--- src/rtl/hbm_pkg.sv ---
package hbm_pkg;

  typedef enum logic [2:0] {
    ST_IDLE,
    ST_REQ,
    ST_SETUP,
    ST_STROBE,
    ST_HOLD,
    ST_RESP,
    ST_RECOV,
    ST_RELEASE
  } hbm_state_e;

  function automatic int unsigned max4(input int unsigned a, input int unsigned b,
                                       input int unsigned c, input int unsigned d);
    int unsigned m;
    m = a;
    if (b > m) m = b;
    if (c > m) m = c;
    if (d > m) m = d;
    return m;
  endfunction

endpackage

--- src/rtl/hbm_sync2.sv ---
module hbm_sync2 #(
  parameter int unsigned W = 1,
  parameter logic [W-1:0] INIT = '0
) (
  input  logic         clk,
  input  logic         rst_n,
  input  logic [W-1:0] d,
  output logic [W-1:0] q
);

  for (genvar b = 0; b < W; b++) begin : g_bit
    logic meta_q;
    logic stable_q;

    always_ff @(posedge clk or negedge rst_n) begin
      if (!rst_n) begin
        meta_q   <= INIT[b];
        stable_q <= INIT[b];
      end else begin
        meta_q   <= d[b];
        stable_q <= meta_q;
      end
    end

    assign q[b] = stable_q;
  end

endmodule

--- src/rtl/hbm_interval.sv ---
module hbm_interval #(
  parameter int unsigned W = 4
) (
  input  logic         clk,
  input  logic         rst_n,
  input  logic         load,
  input  logic [W-1:0] load_val,
  output logic         done
);

  logic [W-1:0] cnt_q;

  always_ff @(posedge clk or negedge rst_n) begin
    if (!rst_n) begin
      cnt_q <= '0;
    end else if (load) begin
      cnt_q <= load_val;
    end else if (cnt_q != '0) begin
      cnt_q <= cnt_q - 1'b1;
    end
  end

  assign done = (cnt_q == '0);

endmodule

--- src/rtl/hbm_stall_timer.sv ---
module hbm_stall_timer #(
  parameter int unsigned W = 12
) (
  input  logic         clk,
  input  logic         rst_n,
  input  logic         en,
  input  logic [W-1:0] limit,
  output logic         expired
);

  logic [W-1:0] cnt_q;

  always_ff @(posedge clk or negedge rst_n) begin
    if (!rst_n) begin
      cnt_q <= '0;
    end else if (!en) begin
      cnt_q <= '0;
    end else if (cnt_q != limit) begin
      cnt_q <= cnt_q + 1'b1;
    end
  end

  assign expired = en && (cnt_q == limit);


  stall_count_bound_chk: assert property (@(posedge clk) disable iff (!rst_n)
    (en && $stable(limit) && $past(en)) |-> (cnt_q <= limit));

endmodule

--- src/rtl/hostbus_master.sv ---
module hostbus_master
  import hbm_pkg::*;
#(
  parameter int unsigned AW        = 32,
  parameter int unsigned DW        = 32,
  parameter int unsigned SETUP_CYC = 2,
  parameter int unsigned WIDTH_CYC = 2,
  parameter int unsigned HOLD_CYC  = 1,
  parameter int unsigned RECOV_CYC = 1,
  parameter int unsigned TMO_W     = 12
) (
  input  logic          clk,
  input  logic          rst_n,
  input  logic [TMO_W-1:0] tmo_limit,
  input  logic          cmd_valid,
  output logic          cmd_ready,
  input  logic          cmd_write,
  input  logic [AW-1:0] cmd_addr,
  input  logic [DW-1:0] cmd_wdata,
  output logic          rsp_valid,
  input  logic          rsp_ready,
  output logic [DW-1:0] rsp_rdata,
  output logic          rsp_err,
  output logic          bus_req_n,
  input  logic          bus_gnt_n,
  output logic          cs_n,
  output logic          rd_n,
  output logic          wr_n,
  output logic [AW-1:0] addr,
  output logic [DW-1:0] data_out,
  output logic          data_oe,
  input  logic [DW-1:0] data_in,
  input  logic          slave_rdy
);

  localparam int unsigned MAX_CYC = max4(SETUP_CYC, WIDTH_CYC, HOLD_CYC, RECOV_CYC);
  localparam int unsigned CNT_W   = $clog2(MAX_CYC + 1);
  localparam logic [AW-1:0] MARK_MASK = {1'b1, {(AW-1){1'b0}}};
  localparam logic [CNT_W-1:0] SETUP_V = CNT_W'(SETUP_CYC);
  localparam logic [CNT_W-1:0] WIDTH_V = CNT_W'(WIDTH_CYC);
  localparam logic [CNT_W-1:0] HOLD_V  = CNT_W'(HOLD_CYC);
  localparam logic [CNT_W-1:0] RECOV_V = CNT_W'((RECOV_CYC < 1) ? 1 : RECOV_CYC);

  hbm_state_e state_q, state_d;

  logic          gnt_n_s, rdy_s;
  logic          ivl_load, ivl_done;
  logic [CNT_W-1:0] ivl_val;
  logic          tmo_exp;
  logic          accept, capture, abort;
  logic          cur_write_q;
  logic [AW-1:0] cur_addr_q;
  logic [DW-1:0] cur_wdata_q;
  logic [DW-1:0] rdata_q;
  logic          err_q;
  logic          busy_seen_q;
  logic          strobe_on;
  logic          drive_phase;

  // Asynchronous grant and ready inputs, two flops each.
  hbm_sync2 #(.W(2), .INIT(2'b11)) u_sync (
    .clk   (clk),
    .rst_n (rst_n),
    .d     ({bus_gnt_n, slave_rdy}),
    .q     ({gnt_n_s, rdy_s})
  );

  hbm_interval #(.W(CNT_W)) u_ivl (
    .clk      (clk),
    .rst_n    (rst_n),
    .load     (ivl_load),
    .load_val (ivl_val),
    .done     (ivl_done)
  );

  hbm_stall_timer #(.W(TMO_W)) u_tmo (
    .clk     (clk),
    .rst_n   (rst_n),
    .en      (state_q == ST_STROBE),
    .limit   (tmo_limit),
    .expired (tmo_exp)
  );

  // Next-state and interval loading.
  always_comb begin
    state_d  = state_q;
    ivl_load = 1'b0;
    ivl_val  = '0;
    accept   = 1'b0;
    capture  = 1'b0;
    abort    = 1'b0;
    unique case (state_q)
      ST_IDLE: begin
        if (cmd_valid) state_d = ST_REQ;
      end
      ST_REQ: begin
        if (!gnt_n_s) begin
          accept   = 1'b1;
          state_d  = ST_SETUP;
          ivl_load = 1'b1;
          ivl_val  = SETUP_V;
        end
      end
      ST_SETUP: begin
        if (ivl_done) begin
          state_d  = ST_STROBE;
          ivl_load = 1'b1;
          ivl_val  = WIDTH_V;
        end
      end
      ST_STROBE: begin
        if (tmo_exp) begin
          abort    = 1'b1;
          state_d  = ST_HOLD;
          ivl_load = 1'b1;
          ivl_val  = HOLD_V;
        end else if (ivl_done && busy_seen_q && rdy_s) begin
          capture  = 1'b1;
          state_d  = ST_HOLD;
          ivl_load = 1'b1;
          ivl_val  = HOLD_V;
        end
      end
      ST_HOLD: begin
        if (ivl_done) state_d = ST_RESP;
      end
      ST_RESP: begin
        if (rsp_ready) begin
          state_d  = ST_RECOV;
          ivl_load = 1'b1;
          ivl_val  = RECOV_V;
        end
      end
      ST_RECOV: begin
        if (ivl_done) begin
          if (cmd_valid) begin
            accept   = 1'b1;
            state_d  = ST_SETUP;
            ivl_load = 1'b1;
            ivl_val  = SETUP_V;
          end else begin
            state_d = ST_RELEASE;
          end
        end
      end
      ST_RELEASE: begin
        if (gnt_n_s) state_d = ST_IDLE;
      end
      default: state_d = ST_IDLE;
    endcase
  end

  always_ff @(posedge clk or negedge rst_n) begin
    if (!rst_n) begin
      state_q     <= ST_IDLE;
      cur_write_q <= 1'b0;
      cur_addr_q  <= '0;
      cur_wdata_q <= '0;
      rdata_q     <= '0;
      err_q       <= 1'b0;
      busy_seen_q <= 1'b0;
    end else begin
      state_q <= state_d;
      if (accept) begin
        cur_write_q <= cmd_write;
        cur_addr_q  <= cmd_addr;
        cur_wdata_q <= cmd_wdata;
        err_q       <= 1'b0;
      end
      if (capture && !cur_write_q) rdata_q <= data_in;
      if (abort) err_q <= 1'b1;
      if (state_d == ST_STROBE && state_q != ST_STROBE) begin
        busy_seen_q <= 1'b0;
      end else if (state_q == ST_STROBE && !rdy_s) begin
        busy_seen_q <= 1'b1;
      end
    end
  end

  // Bus-side decode.
  assign strobe_on   = (state_q == ST_STROBE);
  assign drive_phase = (state_q == ST_SETUP) || (state_q == ST_STROBE) || (state_q == ST_HOLD);

  assign bus_req_n = (state_q == ST_IDLE) || (state_q == ST_RELEASE);
  assign cs_n      = (state_q == ST_IDLE) || (state_q == ST_RELEASE);
  assign rd_n      = !(strobe_on && !cur_write_q);
  assign wr_n      = !(strobe_on && cur_write_q);
  assign addr      = ((state_q == ST_IDLE) || (state_q == ST_REQ) || (state_q == ST_RELEASE))
                     ? '0 : (cur_addr_q | MARK_MASK);
  assign data_out  = cur_wdata_q;
  assign data_oe   = cur_write_q && drive_phase;

  // Host-side channels.
  assign cmd_ready = accept;
  assign rsp_valid = (state_q == ST_RESP);
  assign rsp_rdata = rdata_q;
  assign rsp_err   = err_q;


  strobe_needs_grant_chk: assert property (@(posedge clk) disable iff (!rst_n)
    (!rd_n || !wr_n) |-> (!bus_req_n && !cs_n && !gnt_n_s));


  mark_bit_chk: assert property (@(posedge clk) disable iff (!rst_n)
    (!rd_n || !wr_n) |-> addr[AW-1]);


  strobe_release_chk: assert property (@(posedge clk) disable iff (!rst_n)
    ($rose(rd_n) || $rose(wr_n)) |-> ($past(rdy_s) || $past(tmo_exp)));


  read_recovery_chk: assert property (@(posedge clk) disable iff (!rst_n)
    $rose(rd_n) |=> (rd_n && wr_n));


  write_recovery_chk: assert property (@(posedge clk) disable iff (!rst_n)
    $rose(wr_n) |=> (rd_n && wr_n));


  cs_over_write_chk: assert property (@(posedge clk) disable iff (!rst_n)
    $rose(wr_n) |-> (!cs_n && data_oe));


  read_no_drive_chk: assert property (@(posedge clk) disable iff (!rst_n)
    !rd_n |-> !data_oe);


  rsp_hold_chk: assert property (@(posedge clk) disable iff (!rst_n)
    (rsp_valid && !rsp_ready) |=> (rsp_valid && $stable(rsp_rdata) && $stable(rsp_err)));


  release_wait_chk: assert property (@(posedge clk) disable iff (!rst_n)
    ($past(bus_req_n) && !bus_req_n) |-> $past(gnt_n_s));

endmodule

--- config.mk ---
export PLATFORM = sky130hd
export DESIGN_NAME = hostbus_master
export DESIGN_NICKNAME = d
export VERILOG_FILES = /design/src/rtl/hbm_pkg.sv /design/src/rtl/hbm_sync2.sv /design/src/rtl/hbm_interval.sv /design/src/rtl/hbm_stall_timer.sv /design/src/rtl/hostbus_master.sv
export SDC_FILE = /design/constraint.sdc
export NUM_CORES = 1
export LEC_CHECK = 0
export BUFFER_PORTS_ARGS = -buffer_cell sky130_fd_sc_hd__buf_2
export CAP_MARGIN = 20
export CORE_ASPECT_RATIO = 1.2
export CORE_MARGIN = 2
export CORE_UTILIZATION = 52
export DETAILED_ROUTE_END_ITERATION = 8
export PLACE_DENSITY = 0.85
export RECOVER_POWER = 50
export SYNTH_ARGS = -nofsm -noshare
export SYNTH_HDL_FRONTEND = slang
export SYNTH_SLANG_ARGS = --single-unit
export TNS_END_PERCENT = 1
--- constraint.sdc ---
create_clock -name clk -period 5.55 [get_ports clk]
set_clock_uncertainty 0.2 [all_clocks]
set_input_delay 0.8325 -clock clk [delete_from_list [all_inputs] [get_ports clk]]
set_output_delay 0.8325 -clock clk [all_outputs]
set_load 0.03 [all_outputs]
==> metrics.md <==
| Metric | Value |
|---|---|
| Outcome | finished with violations |
| Failing checks | capacitance limit, slew limit |
| Buffers on Ports | 217 |
| Peak VDD IR | 0.425 mV |
| Post-synth EDFFs | 0 |
| Max Fclk | 288 MHz |
| CTS H-tree depth | 4 |
| CTS tree | done |
| DIE HEIGHT | 115 um |
| FILL cells | approximately 740 |
| Yosys cell types | between 40 and 50 |
| Cells after DPL | about 720 |
| GRT Util Overall | 0.216 |
| Critical Path RT | about 4.5 ns |
| Number of nets in the layout | about 730 |
| DRC violations left | 0 |
| Simple-gate share of the synthesized area | 0.113 |
| Clk slew on worst S/H paths | roughly 0.060 ns |
| Initial antenna violation count | 0 |
| Crit path buf inv count | 2 |
| Syn Area/Cell | between 10 and 15 um2 |
| Post_cts resized | 0 |
| CP peak stage delay | ~0.54 ns |
| Post-layout util | 0.696 |
| Period utilization | 0.626 |
| Final ANT Viol Nets | 0 |
| Synth Warn # | 0 |
| Register bit total from synthesis | ~120 |
| Core area | between 10000 and 15000 um2 |
| CP Capture Type | output port |
| Worst-Skew Late Latency | about 0.40 ns |
| Maximum fanout along the worst path | 21 |
| Clk sinks | roughly 120 |
| Num CTS Buffers | 17 |
| Area delta synth->final | 30.1% |
| 1st-iter DRT viols | just under 200 |
| Mux share of post-synthesis cell area | 0.227 |
| Root buffer cell | clkbuf_16 |
| Pre-antenna DRT Iters | 4 |
| DIE WIDTH | roughly 97 um |
| Post-synthesis compound-gate area fraction | 0.0404 |
| Diodes inserted | 0 |
| Final Cell Area | 6970 um2 |
| Vias | between 3000 and 4000 |
| Grt ovf | 0 |
| Cell family with most CP delay | simple AND/OR/NAND/NOR gates |
| Worst Path Arrival | 2.44 ns |
| Post-Syn Instances | between 300 and 400 |
| Most used DFF post-synth | dfrtp_1 |
| Synth Area in Adders | 0.00468 |
| Hold crit path type | reg2reg |
| Final setup vio count | 0 |
| Die Footprint | 11100 um2 |
| Maxcap violations | 1 |
| CTS Hold Bufs | 0 |
| RSZ-0062 raised after global routing | false |
| Row cnt | 40 |
| Tmin final | 3.48 ns |
| PD cells | roughly 680 nW/um2 |
| Placed Area | about 6500 um2 |
| Ys async rst share | 1.00 |
| CP Class | reg2out |
| Syn Nets | 515 |
| Number of global-route vias before repair | around 4000 |
| First-pass GRT wire length | ~19 mm |
| Synth Area in XOR/XNOR | 0.0229 |
| Post-DP HPWL | around 8.4 mm |
| Leak | about 0.0032 uW |
| Worst slew pin tran | just over 2 ns |
| Starting Density | 0.535 |
| Synthesized area | 5350 um2 |
| Largest family of logic cells by synthesized area | multiplexers |
| Ports | ~220 |
| Via-to-Cell Ratio | 5.21 |
| Worst hold margin | roughly 0.15 ns |
| Final hold vios | 0 |
| DRT Wirelength | approximately 12 mm |
| Pin count of the biggest net entering global routing | 82 |
| Routability congestion estimate from global placement | ~0.81 |
| CP max-delay cell | dfrtp_1 |
| Crit path cell chain | and3_1, nor2_1, buf_4, and2_1, buf_2 |
| CP Launch Type | flip-flop |
| Routed wire length per instance | approximately 16 um |
| Max_slew headroom | -0.381 |
| Post-CTS Setup Inserts | 0 |
| Bufs on Longest Clock Path | 2 |
| Post-synthesis sequential area ratio | 0.557 |
| Max-slew violation count | 40 |
| Fin cells | between 700 and 800 |
| Setup TNS | 0 ns |
| Layout cell share with drive strength beyond 1 | 0.470 |
[metrics by stage]
| step | power, uW | worst slack (ns) |
|---|---|---|
| after detailed placement | 3780 | 2.44 |
| final | 4740 | 2.07 |
| after global placement | 3700 | 2.51 |
| after CTS | 4840 | 2.03 |
| after floorplan | 3130 | 2.85 |
| after global routing | 5000 | 1.69 |
[metal layers]
layer | share of wire | GRT usage | up-vias
met5 | 0 | 0 | -
met4 | 0.016 | 0.0751 | 0
met3 | 0.073 | 0.0717 | 15
met2 | 0.51 | 0.369 | 175
met1 | 0.40 | 0.260 | 1900
li1 | - | - | 1833
[cells by family after synthesis]
logic type               Yosys count
flip-flops                       119
AND/OR/NAND/NOR                  100
multiplexers                      98
AO/OA/AOI/OAI                     35
buffers and inverters             30
XOR/XNOR                          14
adder cells (fa/ha/maj)            2
[cell usage after synthesis (2+ instances only)]
master	count	area (um2)
a21o_1	2	15.0
a21oi_1	8	40.0
and2_1	32	200
and3_1	5	31.3
and4_1	2	17.5
buf_12	3	60.1
buf_2	7	35.0
buf_4	3	22.5
clkbuf_1	10	37.5
dfrtp_1	115	2880
dfstp_2	4	105
ha_1	2	25.0
inv_1	6	22.5
mux2_2	66	743
mux2_4	30	450
mux2i_1	2	20.0
nand2_1	16	60.1
nand2b_1	2	12.5
nand3_1	7	35.0
nand3b_1	2	15.0
nand4_1	5	31.3
nor2_1	7	26.3
nor4_1	2	12.5
nor4_2	2	25.0
o211ai_1	3	22.5
o21a_1	3	22.5
o21ai_0	11	55.1
or2_2	2	12.5
or3_1	6	37.5
or4_1	2	15.0
xor2_1	13	114
[registers in the layout, summed over array words and instances, names as in the netlist]
signal	count
data_out	32
rsp_rdata	32
cur_addr_q	31
u_tmo.cnt_q	12
state_q	3
u_ivl.cnt_q	2
u_sync.g_bit.meta_q	2
u_sync.g_bit.stable_q	2
busy_seen_q	1
cur_write_q	1
rsp_err	1
[layout make-up]
class	instances	area, um2	area share
repair buffers	221	1030	0.148
flip-flops and latches	119	2980	0.428
clock buffers	19	453	0.0650
well taps	126	158	0.0226
inverters	6	22.5	0.00323
clock inverters	13	124	0.0178
multi-input cells	249	2190	0.315
[report_power, final]
part	leakage, uW	switching [uW]	internal, uW
registers	0.00141	244	1260
clock network	0.000264	398	643
logic	0.00156	1390	797
[worst paths after layout]
| kind | endpoint | from | depth (start not counted) | slack [ns] |
|---|---|---|---|---|
| setup / recovery | addr[3] | state_q[0]$_DFF_PN0_ | 5 | 2.07 |
| hold / removal | u_sync.g_bit[1].stable_q$_DFF_PN1_ | u_sync.g_bit[1].meta_q$_DFF_PN1_ | 0 | 0.15 |
| setup reg to reg | rsp_rdata[15]$_DFFE_PN0P_ | u_tmo.cnt_q[1]$_DFFE_PN0N_ | 6 | 2.87 |
| hold reg to reg | u_sync.g_bit[1].stable_q$_DFF_PN1_ | u_sync.g_bit[1].meta_q$_DFF_PN1_ | 0 | 0.15 |
| max in group asynchronous | data_out[4]$_DFFE_PN0P_ | rst_n | 2 | 2.27 |
| min in group asynchronous | cur_addr_q[4]$_DFFE_PN0P_ | rst_n | 1 | 0.39 |
[layout by cell type (no fill, tap or decap), drive strengths merged, types with 3 or more instances in the layout]
master,n
or3,6
clkinvlp,6
nand2,16
clkinv,4
xor2,13
a21oi,8
o21a,3
inv,8
o211ai,3
and3,6
nand2b,3
clkbuf,85
mux2,96
dfrtp,115
nor4,4
nand4,5
buf,155
dfstp,4
and2,32
o21ai,12
nand3,7
nor2,7
No activity file was read; power rests on OpenSTA's default activity.
